$ cat config.mk
export PLATFORM = sky130hd
export DESIGN_NAME = guard_qualifier_top
export DESIGN_NICKNAME = d
export VERILOG_FILES = /design/src/rtl/gq_pkg.sv /design/src/rtl/gq_sync.sv /design/src/rtl/gq_tick.sv /design/src/rtl/gq_pickup.sv /design/src/rtl/gq_hold.sv /design/src/rtl/gq_pfblock.sv /design/src/rtl/gq_sqwave.sv /design/src/rtl/guard_qualifier_top.sv
export SDC_FILE = /design/constraint.sdc
export NUM_CORES = 1
export LEC_CHECK = 0
export ABC_AREA = 1
export BUFFER_PORTS_ARGS = -buffer_cell sky130_fd_sc_hd__buf_2
export CAP_MARGIN = 20
export CORE_MARGIN = 2
export CORE_UTILIZATION = 30
export CTS_BUF_LIST = sky130_fd_sc_hd__clkbuf_8
export DETAILED_ROUTE_END_ITERATION = 10
export MAX_ROUTING_LAYER = met4
export PLACE_DENSITY = 0.56
export RECOVER_POWER = 25
export SKIP_CTS_REPAIR_TIMING = 1
export SYNTH_ARGS = -nofsm -noshare
export SYNTH_HDL_FRONTEND = slang
export SYNTH_HIERARCHICAL = 1
export SYNTH_SLANG_ARGS = --single-unit
$ cat constraint.sdc
create_clock -name clk -period 3 [get_ports clk]
set_input_delay 0.3 -clock clk [delete_from_list [all_inputs] [get_ports clk]]
set_output_delay 0.3 -clock clk [all_outputs]
set_load 0.02 [all_outputs]
$ cat src/rtl/gq_pkg.sv
package gq_pkg;
   parameter int unsigned GQ_TIME_W = 16;
   typedef logic [GQ_TIME_W-1:0] gq_time_t;
endpackage

$ cat src/rtl/gq_sync.sv
module gq_sync #(
   parameter int unsigned WIDTH  = 1,
   parameter int unsigned STAGES = 2
) (
   input  logic             clk,
   input  logic             rst_n,
   input  logic [WIDTH-1:0] d,
   output logic [WIDTH-1:0] q
);
   if (STAGES < 2) begin : g_bad
      $error("gq_sync: STAGES must be at least 2");
   end

   logic [WIDTH-1:0] chain [STAGES];

   for (genvar s = 0; s < STAGES; s++) begin : g_stage
      always_ff @(posedge clk or negedge rst_n) begin
         if (!rst_n) chain[s] <= '0;
         else if (s == 0) chain[s] <= d;
         else chain[s] <= chain[(s == 0) ? 0 : s-1];
      end
   end

   assign q = chain[STAGES-1];
endmodule

$ cat src/rtl/gq_tick.sv
module gq_tick #(
   parameter int unsigned DIV = 32768
) (
   input  logic clk,
   input  logic rst_n,
   output logic tick
);
   if (DIV < 1) begin : g_bad
      $error("gq_tick: DIV must be at least 1");
   end

   if (DIV == 1) begin : g_every
      assign tick = 1'b1;
   end else begin : g_div
      localparam int unsigned CW = $clog2(DIV);
      localparam logic [CW-1:0] LAST = CW'(DIV-1);
      logic [CW-1:0] cnt;
      always_ff @(posedge clk or negedge rst_n) begin
         if (!rst_n) cnt <= '0;
         else if (cnt == LAST) cnt <= '0;
         else cnt <= cnt + 1'b1;
      end
      assign tick = (cnt == LAST);

      tick_range_chk: assert property (@(posedge clk) disable iff (!rst_n)
         cnt <= LAST);
   end
endmodule

$ cat src/rtl/gq_pickup.sv
module gq_pickup
   import gq_pkg::*;
(
   input  logic     clk,
   input  logic     rst_n,
   input  logic     tick,
   input  logic     lvl,
   input  gq_time_t limit,
   output logic     ok
);
   gq_time_t cnt;

   always_ff @(posedge clk or negedge rst_n) begin
      if (!rst_n) cnt <= '0;
      else if (!lvl) cnt <= '0;
      else if (tick && (cnt != '1)) cnt <= cnt + 1'b1;
   end

   assign ok = lvl && (cnt >= limit);


   pickup_run_chk: assert property (@(posedge clk) disable iff (!rst_n)
      (cnt != '0) |-> $past(lvl));
endmodule

$ cat src/rtl/gq_hold.sv
module gq_hold
   import gq_pkg::*;
(
   input  logic     clk,
   input  logic     rst_n,
   input  logic     tick,
   input  logic     in,
   input  logic     trip,
   input  logic     en,
   input  gq_time_t limit,
   output logic     out
);
   gq_time_t cnt;

   always_ff @(posedge clk or negedge rst_n) begin
      if (!rst_n) cnt <= '0;
      else if (trip) cnt <= '0;
      else if (in) cnt <= limit;
      else if (tick && (cnt != '0)) cnt <= cnt - 1'b1;
   end

   assign out = !trip && (in || (en && (cnt != '0)));


   trip_clear_chk: assert property (@(posedge clk) disable iff (!rst_n)
      trip |=> (cnt == '0));
endmodule

$ cat src/rtl/gq_pfblock.sv
module gq_pfblock #(
   parameter int unsigned EXT_TICKS = 600
) (
   input  logic clk,
   input  logic rst_n,
   input  logic tick,
   input  logic pf_low,
   output logic block
);
   localparam int unsigned CW = $clog2(EXT_TICKS + 1);
   localparam logic [CW-1:0] EXT = CW'(EXT_TICKS);

   if (EXT_TICKS < 1) begin : g_bad
      $error("gq_pfblock: EXT_TICKS must be at least 1");
   end

   logic [CW-1:0] cnt;

   always_ff @(posedge clk or negedge rst_n) begin
      if (!rst_n) cnt <= EXT;
      else if (pf_low) cnt <= EXT;
      else if (tick && (cnt != '0)) cnt <= cnt - 1'b1;
   end

   assign block = pf_low || (cnt != '0);


   pf_reload_chk: assert property (@(posedge clk) disable iff (!rst_n)
      pf_low |=> (cnt == EXT));
endmodule

$ cat src/rtl/gq_sqwave.sv
module gq_sqwave #(
   parameter int unsigned HALF = 512
) (
   input  logic clk,
   input  logic rst_n,
   input  logic en,
   output logic sq
);
   if (HALF < 2) begin : g_bad
      $error("gq_sqwave: HALF must be at least 2");
   end

   localparam int unsigned CW = $clog2(HALF);
   localparam logic [CW-1:0] LAST = CW'(HALF-1);

   logic [CW-1:0] cnt;
   logic          run;

   always_ff @(posedge clk or negedge rst_n) begin
      if (!rst_n) begin
         cnt <= '0; run <= 1'b0; sq <= 1'b0;
      end else if (!en) begin
         cnt <= '0; run <= 1'b0; sq <= 1'b0;
      end else if (!run) begin
         cnt <= '0; run <= 1'b1; sq <= 1'b1;
      end else if (cnt == LAST) begin
         cnt <= '0; sq <= ~sq;
      end else begin
         cnt <= cnt + 1'b1;
      end
   end


   sq_off_chk: assert property (@(posedge clk) disable iff (!rst_n)
      !en |=> !sq);

   sq_range_chk: assert property (@(posedge clk) disable iff (!rst_n)
      cnt <= LAST);
endmodule

$ cat src/rtl/guard_qualifier_top.sv
module guard_qualifier_top
   import gq_pkg::*;
#(
   parameter int unsigned CLK_PER_TICK = 32768,
   parameter int unsigned PF_EXT_TICKS = 600,
   parameter int unsigned SQW_HALF     = 512,
   parameter int unsigned SYNC_STAGES  = 2
) (
   input  logic        clk,
   input  logic        rst_n,
   input  logic        guard_in,
   input  logic        trip_held,
   input  logic        alarm,
   input  logic        pwr_mon_a_n,
   input  logic        pwr_mon_b_n,
   input  logic [15:0] pickup_ticks,
   input  logic [15:0] hold_ticks,
   input  logic        hold_en,
   output logic        relay_out,
   output logic        ssr_out,
   output logic        ind_out
);
   if (GQ_TIME_W != 16) begin : g_bad_w
      $error("guard_qualifier_top: timer width must match the 16-bit ports");
   end

   logic [2:0] raw_s;
   logic       guard_s, pf_low, tick, pg_ok, held, pf_blk, active;
   logic       relay_q;

   gq_sync #(.WIDTH(3), .STAGES(SYNC_STAGES)) sync_i (
      .clk(clk), .rst_n(rst_n),
      .d({guard_in, pwr_mon_a_n, pwr_mon_b_n}), .q(raw_s));

   assign guard_s = raw_s[2];
   assign pf_low  = !raw_s[1] && !raw_s[0];

   gq_tick #(.DIV(CLK_PER_TICK)) tick_i (.clk(clk), .rst_n(rst_n), .tick(tick));

   gq_pickup pickup_i (
      .clk(clk), .rst_n(rst_n), .tick(tick), .lvl(guard_s),
      .limit(gq_time_t'(pickup_ticks)), .ok(pg_ok));

   gq_hold hold_i (
      .clk(clk), .rst_n(rst_n), .tick(tick), .in(pg_ok), .trip(trip_held),
      .en(hold_en), .limit(gq_time_t'(hold_ticks)), .out(held));

   gq_pfblock #(.EXT_TICKS(PF_EXT_TICKS)) pf_i (
      .clk(clk), .rst_n(rst_n), .tick(tick), .pf_low(pf_low), .block(pf_blk));

   assign active = held && !alarm && !pf_blk;

   always_ff @(posedge clk or negedge rst_n) begin
      if (!rst_n) relay_q <= 1'b0;
      else relay_q <= active;
   end

   gq_sqwave #(.HALF(SQW_HALF)) sq_i (
      .clk(clk), .rst_n(rst_n), .en(active), .sq(ssr_out));

   assign relay_out = relay_q;
   assign ind_out   = relay_q;


   trip_blk_chk: assert property (@(posedge clk) disable iff (!rst_n)
      trip_held |=> !relay_out);

   alarm_blk_chk: assert property (@(posedge clk) disable iff (!rst_n)
      alarm |=> !relay_out);

   pf_blk_chk: assert property (@(posedge clk) disable iff (!rst_n)
      pf_low |=> !relay_out);

   ssr_rel_chk: assert property (@(posedge clk) disable iff (!rst_n)
      ssr_out |-> relay_out);

   ind_eq_chk: assert property (@(posedge clk) disable iff (!rst_n)
      ind_out == relay_out);
endmodule

==> results.txt, run 1 <==
Run status: finished with violations
Violations in the final reports: capacitance limit, slew limit
Proportion of register bits with asynchronous set or reset after synthesis: 100%
Final antenna-violating net count: 0
Series of cell instances along the critical path: ha_1 -> nand2_1 -> o21bai_1 -> a21oi_1 -> nor2_1 -> a21oi_1 -> inv_2 -> a21oi_1 -> nand2_1 -> nor2_2 -> nand3_2 -> clkinv_2 -> o21ai_1 -> a21oi_1
Instance count of the mapped netlist: 682
Setup violators final: 0
Largest net degree at the start of global routing: 76
Final Hold Vio Count: 0
Worst r2r dst: sq_i/cnt[3]$_DFF_PN0_
Effective utilization at floorplan: 30.4%
Synthesized cell area: 0.00496 mm²
Synth Flop Type: sky130_fd_sc_hd__dfrtp_1
Max IR drop VDD: 0.192 mV
TritonCTS clock tree: done
WL per Instance: 11.2 µm
Number of synthesis warnings: 6
Crit path capture type: flip-flop
Row count: 47
Master cell of the clock root buffer: sky130_fd_sc_hd__clkbuf_8
Cell leakage power: 0.00290 µW
Number of max-slew violations in the final report: 76
Number of buffer cells added on primary ports: 42
Nets@finish: 791
Top cell type by total area after synthesis: sky130_fd_sc_hd__dfrtp_1
Setup slack of the worst register-to-register path: 580 ps
Final standard cell utilization of the core: 34.2%
Largest buffer count on any clock path: 2
Placer Congestion: 0.792
Number of synthesized flops with an enable pin: 0
Area overhead of the layout relative to synthesis: 12.7%
First-pass GRT wire length: 18.7 mm
Final worst clock skew: 13.2 ps
Post-DP HPWL: 7.76 mm
Worst-case reg-to-reg path depth: 14
Later-pin clock latency in the skew report: 360 ps
Share of the clock period used by the worst path: 80.7%
Number of iterations in the first detailed-routing pass: 4
CTS sink count: 75
Vias per Instance: 4.43
Diodes inserted: 0
Classification of the worst-slack hold path: in -> reg
Total track usage: 13.3%
Synthesized area divided by synthesized cell count: 7.28 µm²
Number of cells on the critical path: 14
Vias in the first global route: 4000
Maximum fanout count along the critical path: 6
WL final: 10.7 mm
Iteration-0 DRC count of the detailed router: 268
Max H-tree Level: 3
Min Tclk post-route: 2420 ps
Clock transition time at the flip-flop clock pins of the worst setup and hold paths: 80 ps
Number of distinct library cells after synthesis: 40
Library cell appearing most often on the critical path: sky130_fd_sc_hd__a21oi_1
Remaining max-slew budget at the tightest pin: -25.7%
Delay of the slowest cell on the worst path: 440 ps
Number of buffers created by CTS: 9
Share of the synthesized area in the top cell type: 35.8%
DRC: 0
Reg-to-Reg Start: pickup_i/cnt[11]$_DFFE_PN0P_
Top area cells in the synthesized netlist: sky130_fd_sc_hd__dfrtp_1 (36%), sky130_fd_sc_hd__nand2_1 (15%), sky130_fd_sc_hd__nor2_1 (6.7%), sky130_fd_sc_hd__nand3_1 (6.5%), sky130_fd_sc_hd__inv_1 (5.8%)
Die width: 133 µm
Vias post-DR: 4223
Arrival time worst endpoint: 2720 ps
Die height: 133 µm
Worst Setup Start Kind: flip-flop
RSZ-0062 raised after global routing: false
Worst path bufs/invs: 2
Syn nets: 744
Max Clk Rate: 0.413 GHz
Layout cells sized above 1: 18.1%
Register area share after synthesis: 37.9%
Pwr dens: 470 mW/mm²
Worst path slowest cell: sky130_fd_sc_hd__dfrtp_1
Total I/O pin count: 43
Die area: 0.0176 mm²
Number of antenna violations at the first check in global routing: 0
Critical path start-end classification: reg -> reg
Kind of cell with the highest combined delay on the critical path: compound AO/OA/AOI/OAI gates
Number of maximum-capacitance violations: 1
Core Footprint: 0.0163 mm²
Worst setup startpoint: pickup_i/cnt[11]$_DFFE_PN0P_
Setup Total Neg Slack: 0 ps
End of the critical path: sq_i/cnt[3]$_DFF_PN0_
Synth Register Bits: 75
Overall overflow remaining after global route: 0
Required time reported for the critical path endpoint: 3300 ps
Tightest Pin Transition: 1890 ps
==> state kept, by name (all words and copies together) (netlist names), 3 cells and up <==
register          count
tick_i/g_div.cnt     15
pickup_i/cnt         16
sq_i/cnt              9
pf_i/cnt             10
sync_i/q              3
sync_i/chain          3
hold_i/cnt           16
==> layout make-up <==
class                      count  area [µm²]
timing repair buffer          48         255
multi-input combinational    509        2670
tap                          220         275
fill                        1821       10800
clock buffer                  11         151
clock inverter                 5        21.3
sequential                    75        1880
inverter                      86         334
==> kinds of logic after synthesis <==
logic type | Yosys count | synth area share [%]
AND/OR/NAND/NOR | 431 | 41.0
flip-flops | 75 | 37.9
AO/OA/AOI/OAI | 45 | 5.35
XOR/XNOR | 10 | 1.76
buffers and inverters | 98 | 8.19
adder cells (fa/ha/maj) | 22 | 5.55
multiplexers | 1 | 0.202
==> cells in the final DEF, fill, tap and decap left out, types with 2 or more instances in the layout <==
cell	synthesis	layout
sky130_fd_sc_hd__nand2_1	200	200
sky130_fd_sc_hd__nor2_1	88	88
sky130_fd_sc_hd__inv_1	77	80
sky130_fd_sc_hd__dfrtp_1	71	71
sky130_fd_sc_hd__nand3_1	64	64
sky130_fd_sc_hd__buf_2	1	41
sky130_fd_sc_hd__ha_1	22	22
sky130_fd_sc_hd__nor2_2	15	15
sky130_fd_sc_hd__a21oi_1	14	14
sky130_fd_sc_hd__nand4_1	13	13
sky130_fd_sc_hd__nand2_2	12	12
sky130_fd_sc_hd__clkbuf_8	0	11
sky130_fd_sc_hd__o21ai_0	11	11
sky130_fd_sc_hd__nor2_4	10	10
sky130_fd_sc_hd__xor2_1	10	10
sky130_fd_sc_hd__buf_4	5	6
sky130_fd_sc_hd__o21ai_2	6	6
sky130_fd_sc_hd__inv_2	5	5
sky130_fd_sc_hd__nand3_2	5	5
sky130_fd_sc_hd__nand2_4	5	5
sky130_fd_sc_hd__o21ai_1	5	5
sky130_fd_sc_hd__nor3_1	5	5
sky130_fd_sc_hd__nand3b_1	4	4
sky130_fd_sc_hd__o22ai_1	4	4
sky130_fd_sc_hd__dfstp_2	4	4
sky130_fd_sc_hd__clkinv_2	1	3
sky130_fd_sc_hd__or2_2	3	3
sky130_fd_sc_hd__o21bai_1	3	3
sky130_fd_sc_hd__nand2_8	2	2
sky130_fd_sc_hd__inv_6	2	2
==> power by group <==
group / switching [µW] / internal [µW] / total [µW]
Combinational: 447 / 275 / 722
Clock: 387 / 335 / 722
Sequential: 88.9 / 1100 / 1190
Total: 923 / 1710 / 2630
==> Yosys cell counts (6+ instances only) <==
| cell type | number |
|---|---|
| sky130_fd_sc_hd__dfrtp_1 | 71 |
| sky130_fd_sc_hd__nand3_1 | 64 |
| sky130_fd_sc_hd__xor2_1 | 10 |
| sky130_fd_sc_hd__nor2_4 | 10 |
| sky130_fd_sc_hd__nor2_1 | 88 |
| sky130_fd_sc_hd__o21ai_2 | 6 |
| sky130_fd_sc_hd__nand2_2 | 12 |
| sky130_fd_sc_hd__ha_1 | 22 |
| sky130_fd_sc_hd__nor2_2 | 15 |
| sky130_fd_sc_hd__nand4_1 | 13 |
| sky130_fd_sc_hd__a21oi_1 | 14 |
| sky130_fd_sc_hd__inv_1 | 77 |
| sky130_fd_sc_hd__nand2_1 | 200 |
| sky130_fd_sc_hd__o21ai_0 | 11 |
==> per-stage QoR <==
stage	power (µW)	hold slack [ps]	instance area (µm²)	instances	worst slack (ps)
floorplan	1770	4.41	4960	682	524
global placement	1930	333	5420	938	648
detailed placement	1930	337	5420	938	532
CTS	2670	11.9	5600	954	523
global route	2850	14.4	5590	954	256
finish	2630	41.8	5590	954	580
==> layer usage <==
| metal | wire length, µm | track usage, % |
|---|---|---|
| met4 | 124 | 3.94 |
| met3 | 454 | 3.14 |
| met5 | 0 | - |
| met1 | 5380 | 17.6 |
| met2 | 4730 | 20.3 |
==> worst min path at each step <==
stage | start | endpoint | slack (ps) | cells past startpoint
2_1_floorplan | rst_n | hold_i/cnt[0]$_DFFE_PN0P_ | 4 | 0
3_3_place_gp | sync_i/chain[3]$_DFF_PN0_ | sync_i/q[0]$_DFF_PN0_ | 330 | 0
5_1_grt | pwr_mon_a_n | sync_i/chain[4]$_DFF_PN0_ | 10 | 1
3_5_place_dp | sync_i/chain[5]$_DFF_PN0_ | sync_i/q[2]$_DFF_PN0_ | 340 | 0
4_1_cts | pwr_mon_a_n | sync_i/chain[4]$_DFF_PN0_ | 10 | 1
6_report | pwr_mon_b_n | sync_i/chain[3]$_DFF_PN0_ | 40 | 1
Power figures use the tool's default switching activity.
==> run 2, diff against run 1 <==
Settings changed: PLACE_DENSITY 0.56 to 0.57.
Clock period 3 ns to 2.1 ns, I/O delays scaled along.
==> run 2 against run 1 <==
Against the previous run:
- the run ends with setup timing left
- combinational power increased by 48%
- routed wire length is 2.6% higher
- via count rose by 2.9%
- power rose by 48%
- die area unchanged
- global-route usage is 0.063 points higher
- clock skew rose by 1.9 ps
- flip-flop and latch count stayed put
- clock-buffer cell count shrank 1
- sequential power increased by 43%
- fmax grew 8.8%
- highest routed layer unchanged
- register-to-register slack got worse by 700 ps
==> results.txt, run 2 (synthesis results as in run 1) <==
Run status: finished with violations (unchanged)
Violations in the final reports: setup timing (was capacitance limit, slew limit)
Number of buffer cells added on primary ports: 42 (unchanged)
Hold Path Origin: hold_ticks[15] (was pwr_mon_b_n)
Later-pin clock latency in the skew report: 370 ps (was 360 ps)
Effective utilization at floorplan: 30.4% (unchanged)
Largest net degree at the start of global routing: 39 (was 76)
Tightest Pin Transition: 980 ps (was 1890 ps)
Final standard cell utilization of the core: 37.3% (was 34.2%)
TritonCTS clock tree: done (unchanged)
Share of the clock period used by the worst path: 106% (was 80.7%)
Placer Congestion: 0.827 (was 0.792)
Worst r2r dst: sq_i/sq$_DFFE_PN0P_ (was sq_i/cnt[3]$_DFF_PN0_)
Arrival time worst endpoint: 2480 ps (was 2720 ps)
Most common cell after layout, fill and taps aside: sky130_fd_sc_hd__nand2_1 (unchanged)
CTS sink count: 75 (unchanged)
Maximum fanout count along the critical path: 3 (was 6)
Setup slack at placement: -145 ps (was 532 ps)
Number of antenna violations at the first check in global routing: 0 (unchanged)
Number of iterations in the first detailed-routing pass: 4 (unchanged)
Remaining max-slew budget at the tightest pin: 34.7% (was -25.7%)
Max Clk Rate: 0.450 GHz (was 0.413 GHz)
Placed cells: 963 (was 938)
Final worst setup slack: -123 ps (was 580 ps)
Post-route design area: 0.00609 mm² (was 0.00559 mm²)
Final Hold Vio Count: 0 (unchanged)
Total I/O pin count: 43 (unchanged)
Nets@finish: 830 (was 791)
Die width: 133 µm (unchanged)
Total placed instance area: 0.00563 mm² (was 0.00542 mm²)
Overall overflow remaining after global route: 0 (unchanged)
Final antenna-violating net count: 0 (unchanged)
Destination of the worst hold path: hold_i/cnt[15]$_DFFE_PN0P_ (was sync_i/chain[3]$_DFF_PN0_)
Max IR drop VDD: 0.294 mV (was 0.192 mV)
Worst Setup Start Kind: flip-flop (unchanged)
Min Tclk post-route: 2220 ps (was 2420 ps)
Master cell of the clock root buffer: sky130_fd_sc_hd__clkbuf_8 (unchanged)
Hold Path Cell Cnt: 5 (was 1)
Die area: 0.0176 mm² (unchanged)
Leading cell types in the layout, fill and taps excluded: sky130_fd_sc_hd__nand2_1 (195), sky130_fd_sc_hd__nor2_1 (85), sky130_fd_sc_hd__inv_1 (78) (was sky130_fd_sc_hd__nand2_1 (200), sky130_fd_sc_hd__nor2_1 (88), sky130_fd_sc_hd__inv_1 (80))
Setup slack of the worst register-to-register path: -120 ps (was 580 ps)
Post-DP HPWL: 8.13 mm (was 7.76 mm)
Non-filler instance count after layout: 993 (was 954)
Count of fill cells added during filler insertion: 1773 (was 1821)
WL final: 11.0 mm (was 10.7 mm)
Crit path capture type: flip-flop (unchanged)
Setup violators final: 22 (was 0)
Row count: 47 (unchanged)
Layout cells sized above 1: 25.0% (was 18.1%)
Max H-tree Level: 3 (unchanged)
Worst-case reg-to-reg path depth: 13 (was 14)
Die height: 133 µm (unchanged)
Area overhead of the layout relative to synthesis: 22.8% (was 12.7%)
Iteration-0 DRC count of the detailed router: 294 (was 268)
Vias post-DR: 4345 (was 4223)
Vias in the first global route: 4026 (was 4000)
Critical path start-end classification: reg -> reg (unchanged)
Pwr dens: 639 mW/mm² (was 470 mW/mm²)
Number of max-slew violations in the final report: 0 (was 76)
RSZ-0062 raised after global routing: true (was false)
Total track usage: 13.4% (was 13.3%)
Multi-input gate area: 0.00281 mm² (was 0.00267 mm²)
Number of maximum-capacitance violations: 0 (was 1)
Cell leakage power: 0.00312 µW (was 0.00290 µW)
DRC: 0 (unchanged)
Post-route total power: 3890 µW (was 2630 µW)
Number of buffers created by CTS: 9 (unchanged)
Required time reported for the critical path endpoint: 2360 ps (was 3300 ps)
Delay of the slowest cell on the worst path: 420 ps (was 440 ps)
Vias per Instance: 4.38 (was 4.43)
Diodes inserted: 0 (unchanged)
WL per Instance: 11.0 µm (was 11.2 µm)
First-pass GRT wire length: 18.7 mm (about the same)
Registers with the most flip-flops: hold_i/cnt: 16 flops, pickup_i/cnt: 16 flops, tick_i/g_div.cnt: 15 flops (unchanged)
Final worst clock skew: 15.2 ps (was 13.2 ps)
Worst path slowest cell: sky130_fd_sc_hd__dfrtp_1 (unchanged)
Classification of the worst-slack hold path: in -> reg (unchanged)
Core Footprint: 0.0163 mm² (unchanged)
Clock transition time at the flip-flop clock pins of the worst setup and hold paths: 90 ps (was 80 ps)
Reg-to-Reg Start: pickup_i/cnt[13]$_DFFE_PN0P_ (was pickup_i/cnt[11]$_DFFE_PN0P_)
FF+latch area: 0.00188 mm² (unchanged)
Series of cell instances along the critical path: ha_4 -> nand4_1 -> nor3_2 -> nand2_2 -> a21oi_4 -> inv_2 -> a21oi_2 -> nand2_1 -> nor2_2 -> nand3_2 -> buf_6 -> nand3_2 -> nand2_1 (was ha_1 -> nand2_1 -> o21bai_1 -> a21oi_1 -> nor2_1 -> a21oi_1 -> inv_2 -> a21oi_1 -> nand2_1 -> nor2_2 -> nand3_2 -> clkinv_2 -> o21ai_1 -> a21oi_1)
Largest buffer count on any clock path: 2 (unchanged)
## run 2: changes by cell type in the layout (fill, tap and decap cells not counted), sizes merged
cell,before,now
inv,87,86
bufinv,0,1
clkbuf,12,11
clkinvlp,0,1
buf,47,82
dlygate4sd3,0,4
## run 2: layout make-up
cell class	instances	area share [%]
Clock buffer	10	2.26
Clock inverter	6	0.924
Inverter	86	5.50
Multi-Input combinational cell	509	46.1
Sequential cell	75	30.9
Tap cell	220	4.52
Timing Repair Buffer	87	9.83
## run 2: how the worst max path moves through the flow
stage                            startpoint                     to  depth (start not counted)
2_1_floorplan  pickup_i/cnt[11]$_DFFE_PN0P_  sq_i/cnt[3]$_DFF_PN0_                         15
3_3_place_gp   pickup_i/cnt[15]$_DFFE_PN0P_  sq_i/cnt[3]$_DFF_PN0_                         14
3_5_place_dp   pickup_i/cnt[13]$_DFFE_PN0P_  sq_i/cnt[3]$_DFF_PN0_                         14
4_1_cts        pickup_i/cnt[13]$_DFFE_PN0P_  sq_i/cnt[3]$_DFF_PN0_                         14
5_1_grt        pickup_i/cnt[15]$_DFFE_PN0P_    sq_i/sq$_DFFE_PN0P_                         13
6_report       pickup_i/cnt[13]$_DFFE_PN0P_    sq_i/sq$_DFFE_PN0P_                         13
## run 2: through the flow
step / TNS, ps / hold slack, ps
after floorplan: -1410 / -85.6
final: -1450 / 136
after global routing: -4900 / 131
after detailed placement: -2250 / 222
after CTS: -3590 / -176
after global placement: -1610 / 216
## run 2: power by group
part / internal (µW) / switching, µW / total [µW] / leakage [µW]
logic: 418 / 653 / 1070 / 0.00203
clock network: 571 / 549 / 1120 / 0.000103
registers: 1570 / 133 / 1700 / 0.000993
## run 2: metal layers
| metal | track usage [%] | up-vias | part of all wire [%] |
|---|---|---|---|
| met3 | 2.49 | 15 | 2.7 |
| li1 | - | 2330 | - |
| met4 | 4.96 | 0 | 2.3 |
| met1 | 17.3 | 1947 | 49 |
| met5 | - | - | 0 |
| met2 | 21.0 | 53 | 46 |
## run 2: critical path, delay by kind of cell (launching register included)
| kind | cells | cell delay [ps] |
|---|---|---|
| and+or+nand+nor | 8 | 900 |
| DFF | 1 | 420 |
| AOI/OAI and AO/OA | 2 | 290 |
| adders and majority gates | 1 | 280 |
| buffers and inverters | 2 | 210 |
